--- config.mk ---
export PLATFORM = sky130hd
export DESIGN_NAME = perf_estimator
export DESIGN_NICKNAME = d
export VERILOG_FILES = /design/src/rtl/estm_pkg.sv /design/src/rtl/est_coef_bank.sv /design/src/rtl/est_mac_seq.sv /design/src/rtl/est_out_reg.sv /design/src/rtl/perf_estimator.sv
export SDC_FILE = /design/constraint.sdc
export NUM_CORES = 2
export LEC_CHECK = 0
export CAP_MARGIN = 0
export CORE_MARGIN = 2
export CORE_UTILIZATION = 37
export CTS_BUF_LIST = sky130_fd_sc_hd__clkbuf_2
export CTS_CLUSTER_DIAMETER = 60
export CTS_CLUSTER_SIZE = 40
export DETAILED_ROUTE_END_ITERATION = 10
export DONT_BUFFER_PORTS = 1
export HOLD_SLACK_MARGIN = 0.05
export PLACE_DENSITY = 0.49
export SYNTH_ARGS = -nofsm -noshare
export SYNTH_HDL_FRONTEND = slang
export SYNTH_SLANG_ARGS = --single-unit
--- constraint.sdc ---
create_clock -name clk -period 11.8 [get_ports clk]
set_input_delay 0.59 -clock clk [delete_from_list [all_inputs] [get_ports clk]]
set_output_delay 0.59 -clock clk [all_outputs]
set_load 0.02 [all_outputs]
--- src/rtl/estm_pkg.sv ---
package estm_pkg;

    localparam int NCTR   = 6;
    localparam int NCOEF  = NCTR + 1;
    localparam int NSET   = 2;
    localparam int CTR_W  = 16;
    localparam int COEF_W = 16;
    localparam int FRAC_W = 8;
    localparam int EST_W  = 16;
    localparam int ADDR_W = $clog2(NCOEF + 1);
    localparam int ACC_W  = COEF_W + CTR_W + 1 + $clog2(NCOEF);
    localparam int LAT    = 8;
    localparam int STEP_W = $clog2(LAT + 1);
    localparam logic [ADDR_W-1:0] MODE_ADDR = ADDR_W'(NCOEF);

    typedef logic signed [COEF_W-1:0] coef_t;
    typedef logic [CTR_W-1:0]         ctr_t;
    typedef logic signed [ACC_W-1:0]  acc_t;
    typedef logic [EST_W-1:0]         est_t;

    typedef enum logic {
        DIR_BIG_RUNS    = 1'b0,
        DIR_LITTLE_RUNS = 1'b1
    } dir_e;

    typedef struct packed {
        logic              we;
        logic              set;
        logic [ADDR_W-1:0] addr;
        coef_t             data;
    } cfg_wr_t;

    // Built-in coefficients, Q8.8
    function automatic coef_t dflt_coef(input int set, input int idx);
        coef_t r;
        r = '0;
        if (set == 0) begin
            case (idx)
                0: r = 16'sh0200;
                1: r = 16'shFF00;
                2: r = 16'sh0020;
                3: r = 16'shFF80;
                4: r = 16'sh0180;
                5: r = 16'sh0040;
                6: r = 16'sh0010;
                default: r = '0;
            endcase
        end else begin
            case (idx)
                0: r = 16'sh0300;
                1: r = 16'shFFC0;
                2: r = 16'sh0030;
                3: r = 16'shFF40;
                4: r = 16'sh0200;
                5: r = 16'sh0100;
                6: r = 16'sh0018;
                default: r = '0;
            endcase
        end
        return r;
    endfunction

    // Drop the fraction and clamp into the unsigned result range
    function automatic est_t sat_est(input acc_t acc);
        acc_t q;
        acc_t top;
        top = acc_t'((64'd1 << EST_W) - 64'd1);
        if (acc < 0) return '0;
        q = acc >>> FRAC_W;
        if (q > top) return '1;
        return q[EST_W-1:0];
    endfunction

endpackage

--- src/rtl/est_coef_bank.sv ---
module est_coef_bank
    import estm_pkg::*;
(
    input  logic                  clk,
    input  logic                  rst,
    input  cfg_wr_t               cfg_i,
    input  logic                  sel_i,
    output coef_t [NCOEF-1:0]     coef_o
);

    localparam int FLAT_W = NSET * NCOEF * COEF_W;

    logic [FLAT_W-1:0] prog_flat;
    logic [NSET-1:0]   use_prog_q;

    for (genvar gs = 0; gs < NSET; gs++) begin : g_set
        for (genvar gc = 0; gc < NCOEF; gc++) begin : g_coef
            coef_t word_q;
            always_ff @(posedge clk) begin
                if (rst) begin
                    word_q <= dflt_coef(gs, gc);
                end else if (cfg_i.we && (cfg_i.set == 1'(gs))
                             && (cfg_i.addr == ADDR_W'(gc))) begin
                    word_q <= cfg_i.data;
                end
            end
            assign prog_flat[(gs*NCOEF+gc)*COEF_W +: COEF_W] = word_q;
        end

        always_ff @(posedge clk) begin
            if (rst) begin
                use_prog_q[gs] <= 1'b0;
            end else if (cfg_i.we && (cfg_i.set == 1'(gs))
                         && (cfg_i.addr == MODE_ADDR)) begin
                use_prog_q[gs] <= cfg_i.data[0];
            end
        end
    end

    always_comb begin
        for (int i = 0; i < NCOEF; i++) begin
            if (use_prog_q[sel_i]) begin
                coef_o[i] = prog_flat[(int'(sel_i)*NCOEF+i)*COEF_W +: COEF_W];
            end else begin
                coef_o[i] = dflt_coef(int'(sel_i), i);
            end
        end
    end

endmodule

--- src/rtl/est_mac_seq.sv ---
module est_mac_seq
    import estm_pkg::*;
(
    input  logic              clk,
    input  logic              rst,
    input  logic              start_i,
    input  coef_t [NCOEF-1:0] coef_i,
    input  ctr_t  [NCTR-1:0]  ctr_i,
    output logic              busy_o,
    output logic              done_o,
    output acc_t              acc_o
);

    logic [STEP_W-1:0] step_q;
    coef_t [NCTR-1:0]  w_q;
    ctr_t  [NCTR-1:0]  x_q;
    acc_t              acc_q;
    logic              done_q;

    coef_t cur_w;
    ctr_t  cur_x;
    acc_t  prod;
    logic  in_mac;

    assign busy_o = (step_q != '0);
    assign done_o = done_q;
    assign acc_o  = acc_q;

    // One weight/counter pair per step, picked by the step count
    always_comb begin
        cur_w = '0;
        cur_x = '0;
        for (int i = 0; i < NCTR; i++) begin
            if (int'(step_q) == i + 1) begin
                cur_w = w_q[i];
                cur_x = x_q[i];
            end
        end
        in_mac = busy_o && (int'(step_q) <= NCTR);
        prod   = acc_t'(cur_w) * acc_t'({1'b0, cur_x});
    end

    always_ff @(posedge clk) begin
        if (rst) begin
            step_q <= '0;
            acc_q  <= '0;
            done_q <= 1'b0;
            w_q    <= '0;
            x_q    <= '0;
        end else begin
            done_q <= 1'b0;
            if (!busy_o && start_i) begin
                step_q <= STEP_W'(1);
                acc_q  <= acc_t'(coef_i[0]);
                for (int i = 0; i < NCTR; i++) begin
                    w_q[i] <= coef_i[i+1];
                end
                x_q <= ctr_i;
            end else if (busy_o) begin
                if (in_mac) begin
                    acc_q <= acc_q + prod;
                end
                if (int'(step_q) == LAT - 1) begin
                    step_q <= '0;
                    done_q <= 1'b1;
                end else begin
                    step_q <= step_q + STEP_W'(1);
                end
            end
        end
    end

endmodule

--- src/rtl/est_out_reg.sv ---
module est_out_reg
    import estm_pkg::*;
(
    input  logic clk,
    input  logic rst,
    input  logic done_i,
    input  acc_t acc_i,
    output logic valid_o,
    output est_t value_o
);

    always_ff @(posedge clk) begin
        if (rst) begin
            valid_o <= 1'b0;
            value_o <= '0;
        end else begin
            valid_o <= done_i;
            if (done_i) begin
                value_o <= sat_est(acc_i);
            end
        end
    end

endmodule

--- src/rtl/perf_estimator.sv ---
module perf_estimator
    import estm_pkg::*;
(
    input  logic                    clk,
    input  logic                    rst,
    input  logic                    start_i,
    input  logic                    dir_i,
    input  logic [NCTR*CTR_W-1:0]   ctr_i,
    input  logic                    cfg_we_i,
    input  logic                    cfg_set_i,
    input  logic [ADDR_W-1:0]       cfg_addr_i,
    input  logic [COEF_W-1:0]       cfg_wdata_i,
    output logic                    est_valid_o,
    output logic [EST_W-1:0]        est_value_o
);

    cfg_wr_t           cfg;
    dir_e              dir;
    coef_t [NCOEF-1:0] coef_sel;
    ctr_t  [NCTR-1:0]  ctr_vec;
    logic              mac_busy;
    logic              mac_done;
    acc_t              mac_acc;

    assign cfg.we   = cfg_we_i;
    assign cfg.set  = cfg_set_i;
    assign cfg.addr = cfg_addr_i;
    assign cfg.data = cfg_wdata_i;
    assign dir      = dir_e'(dir_i);

    for (genvar k = 0; k < NCTR; k++) begin : g_ctr
        assign ctr_vec[k] = ctr_i[k*CTR_W +: CTR_W];
    end

    est_coef_bank u_bank (
        .clk    (clk),
        .rst    (rst),
        .cfg_i  (cfg),
        .sel_i  (dir == DIR_LITTLE_RUNS),
        .coef_o (coef_sel)
    );

    est_mac_seq u_mac (
        .clk     (clk),
        .rst     (rst),
        .start_i (start_i),
        .coef_i  (coef_sel),
        .ctr_i   (ctr_vec),
        .busy_o  (mac_busy),
        .done_o  (mac_done),
        .acc_o   (mac_acc)
    );

    est_out_reg u_out (
        .clk     (clk),
        .rst     (rst),
        .done_i  (mac_done),
        .acc_i   (mac_acc),
        .valid_o (est_valid_o),
        .value_o (est_value_o)
    );

endmodule

==> metrics.csv <==
stage,metric,value,unit
power_and_ir_drop,total power,3.616,mW
logic_synthesis,synth top area cells,"dfxtp_1 (33%), fa_1 (16%), nand2_1 (11%)",
clock_tree,CTS tree,yes,
die,Initial Util,0.3717,
logic_synthesis,Ys Warns,0,
die,die height,285.0,um
clock_tree,Post-CTS Setup Repair Bufs,0,
worst_setup_path,crit path max fanout,40,
place,GP Congestion,0.8607,
die,IO Count,138,
logic_synthesis,top cell type's share of synthesized area,0.3261,
power_and_ir_drop,Internal Power,2.266,mW
worst_setup_path,Setup CP Type,register to register,
logic_synthesis,XOR/XNOR share of the synthesized area,0.006551,
logic_synthesis,post-synthesis mux area share,0.03494,
sta,setup violators final,0,
clock_tree,CTS Buf Count,51,
logic_synthesis,simple-gate share of the synthesized area,0.1963,
place,DP Wirelength,65730,um
detailed_routing,TritonRoute pass-1 iters,5,
power_and_ir_drop,switching part of the total,0.3732,
logic_synthesis,post-synthesis register bit count,476,
place,port buffer count,0,
worst_setup_path,arrival time at the worst endpoint,10.11,ns
detailed_routing,routed wire length,97380,um
worst_setup_path,Reg2Reg Depth,29,
sta,setup TNS,0,ns
detailed_routing,routed len/inst,20.37,um
power_and_ir_drop,clock power share,0.272,
die,row cnt,103,
sta,Fmax achieved,110.9,MHz
layout,Final #Nets,4160,
logic_synthesis,adder and majority gate portion of the synthesized area,0.2112,
global_route,total global-route track usage,0.2374,
global_route,largest net degree at the start of global routing,411,
clock_tree,clock latency on the worst-skew pair,1.30,ns
outcome,run status,finished clean,
detailed_routing,initial drt markers,1569,
sta,PnR worst setup slack,2.781,ns
power_and_ir_drop,register share of total power,0.486,
die,core footprint,78610,um2
worst_hold_path,Hold Crit Depth,3,
global_route,first-pass GRT wire length,150600,um
layout,Final Util,0.4169,
logic_synthesis,post-synthesis async set-or-reset flop share,0,
global_route,GRT Residual Overflow,0,
power_and_ir_drop,Net Sw Power,1.349,mW
worst_setup_path,reg2reg end,u_mac.acc_o[35],
logic_synthesis,"Seq/Total Area, Yosys",0.3261,
layout,area grow syn2layout,12.15,%
power_and_ir_drop,Leakage,13.42,nW
worst_setup_path,"Top cell by count, worst path",fa_1,
clock_tree,clock root cell,clkbuf_2,
logic_synthesis,post-synth top area cell,dfxtp_1,
sta,fin crit share,0.7643,
sta,final slew viol count,0,
logic_synthesis,Cells after Synth,3633,
logic_synthesis,post-synth net total,4111,
worst_hold_path,hold_sp,ctr_i[47],
sta,Hold WS,0.1558,ns
worst_setup_path,CP startpoint,u_mac.step_q[1],
sta,clk_skew,0.2429,ns
worst_setup_path,R2R setup slack,2.78,ns
layout,share of cells above drive strength 1,0.05128,
worst_hold_path,Hold Path Class,input pin to register,
power_and_ir_drop,PD cells,110.3,nW/um2
worst_setup_path,CP peak stage delay,0.79,ns
worst_setup_path,Crit. End Element,register,
run,max-cap violation count,0,
logic_synthesis,Avg Inst Size Synth,8.043,um2
worst_setup_path,Setup crit start kind,register,
worst_setup_path,CP required,12.90,ns
logic_synthesis,Synth Area in Compound Gates,0.1491,
die,Die Area,81240,um2
logic_synthesis,"EDFF count, synth",0,
detailed_routing,ANT nets after route,0,
detailed_routing,DR vias,24670,
logic_synthesis,Synth cell types,72,
sta,worst-margin pin slew,1.128,ns
global_route,vias in the first global route,24620,
clock_tree,Clock Pin Slew Worst Setup and Hold Paths,0.30,ns
worst_hold_path,hold endpoint,u_mac.x_q[47],
sta,RSZ-0062 raised after global routing,false,
global_route,antenna violations before repair,5,
die,die width,285.0,um
sta,slew margin rel.,0.2478,
logic_synthesis,Most used DFF post-synth,dfxtp_1,
logic_synthesis,top post-synthesis cells by count,"nand2_1 (870), dfxtp_1 (476), a21oi_1 (350), inv_1 (335), nor2_1 (290)",
detailed_routing,DR vias/cell,5.160,
clock_tree,# clock sinks,476,
clock_tree,clock tree buffer depth,3,
logic_synthesis,Mapped Area,29220,um2
worst_setup_path,slowest CP cell,o21ai_1,
worst_setup_path,reg-to-reg startpoint,u_mac.step_q[1],
clock_tree,htree depth,2,
detailed_routing,Post-route DRC,0,
sta,Fin. Hold Viols,0,
logic_synthesis,most used standard cell by instance count after synthesis,nand2_1,
place,pre-CTS setup slack,2.940,ns
power_and_ir_drop,Combinational Power Share,0.241,
logic_synthesis,largest family of logic cells by synthesized area,adder cells,
sta,Tmin final,9.019,ns
power_and_ir_drop,VDD IR max,0.09501,mV
cell usage in the layout (no fill, tap or decap), types with 8 or more instances in the layout:
| cell | count |
|---|---|
| o21a_1 | 27 |
| a31oi_1 | 10 |
| a211o_1 | 9 |
| a21o_1 | 9 |
| nand3b_1 | 44 |
| nand2_1 | 869 |
| nor2_1 | 286 |
| xnor2_1 | 13 |
| a311oi_1 | 11 |
| a21oi_1 | 349 |
| nor2b_1 | 23 |
| o21ai_1 | 15 |
| or3_1 | 12 |
| mux2i_1 | 95 |
| a2111oi_0 | 20 |
| dlygate4sd3_1 | 194 |
| dfxtp_1 | 476 |
| and2_1 | 17 |
| ha_1 | 130 |
| clkbuf_2 | 55 |
| inv_1 | 335 |
| nor3_1 | 51 |
| o21ai_2 | 9 |
| nand3_1 | 18 |
| nand2b_1 | 13 |
| fa_1 | 227 |
| a22oi_1 | 59 |
| inv_6 | 12 |
| a211oi_1 | 24 |
| buf_4 | 37 |
| o21ai_0 | 116 |
| o211ai_1 | 31 |
| clkinv_4 | 8 |
repair_timing:
action	CTS	global route
hold endpoints to repair	476	135
hold buffers	195	1
gates resized for setup	0	0
power by group through the flow:
stage	combinational, mW	clock [mW]	sequential (mW)
after floorplan	0.577	0	1.75
after global placement	0.751	0	1.79
after detailed placement	0.754	0	1.79
after CTS	0.876	1.03	1.76
after global routing	0.974	1.08	1.77
final	0.873	0.985	1.76
worst max-delay path by stage:
| stage | end | slack [ns] | cells after the start |
|---|---|---|---|
| floorplan | u_mac.acc_o[29] | 4.33 | 31 |
| global placement | u_mac.acc_o[35] | 3.00 | 29 |
| detailed placement | u_mac.acc_o[35] | 2.94 | 29 |
| CTS | u_mac.acc_o[35] | 2.80 | 29 |
| global route | u_mac.acc_o[35] | 2.19 | 27 |
| finish | u_mac.acc_o[35] | 2.78 | 29 |
cell families (layout without fill, tap and decap cells):
family,Yosys count,after routing
AO/OA/AOI/OAI,724,724
XOR/XNOR,21,21
adder cells (fa/ha/maj),357,357
buffers and inverters,574,666
flip-flops,476,476
multiplexers,101,101
other,0,6
AND/OR/NAND/NOR,1380,1380
registers in the layout, indices dropped and copies added, names as in the netlist:
name,flops
u_bank.g_set.g_coef.word_q,224
u_bank.use_prog_q,2
u_mac.acc_o,36
u_mac.done_o,1
u_mac.step_q,4
u_mac.w_q,96
u_mac.x_q,96
u_out.valid_o,1
u_out.value_o,16
final cells by class:
cell class | count | area (um2)
Inverter | 336 | 1264
Sequential cell | 476 | 9529
Antenna cell | 6 | 15.01
Multi-Input combinational cell | 2583 | 17610
Clock inverter | 41 | 462.9
Timing Repair Buffer | 234 | 2302
Tap cell | 1050 | 1314
Clock buffer | 55 | 275.3
Fill cell | 8212 | 45840
layer usage:
| layer | share of wire | global-route usage | vias to the layer above |
|---|---|---|---|
| li1 | - | - | 11950 |
| met1 | 0.45 | 0.3167 | 12070 |
| met2 | 0.49 | 0.4066 | 504 |
| met3 | 0.037 | 0.02704 | 146 |
| met4 | 0.027 | 0.06531 | 6 |
| met5 | 0.00044 | 0 | - |
worst max-delay path, delay by kind of cell (launching register included):
kind,cells,cell delay (ns)
buffers and inverters,6,0.77
adders and majority gates,8,3.68
AOI/OAI and AO/OA,10,2.76
and+or+nand+nor,5,1.14
DFF,1,0.49
per-stage QoR:
step	instance area (um2)	std cells
2_1_floorplan	29220	3633
3_3_place_gp	29990	4482
3_5_place_dp	29990	4482
4_1_cts	32720	4773
5_1_grt	32770	4779
6_report	32770	4781
(Power assumes the default switching activity.)
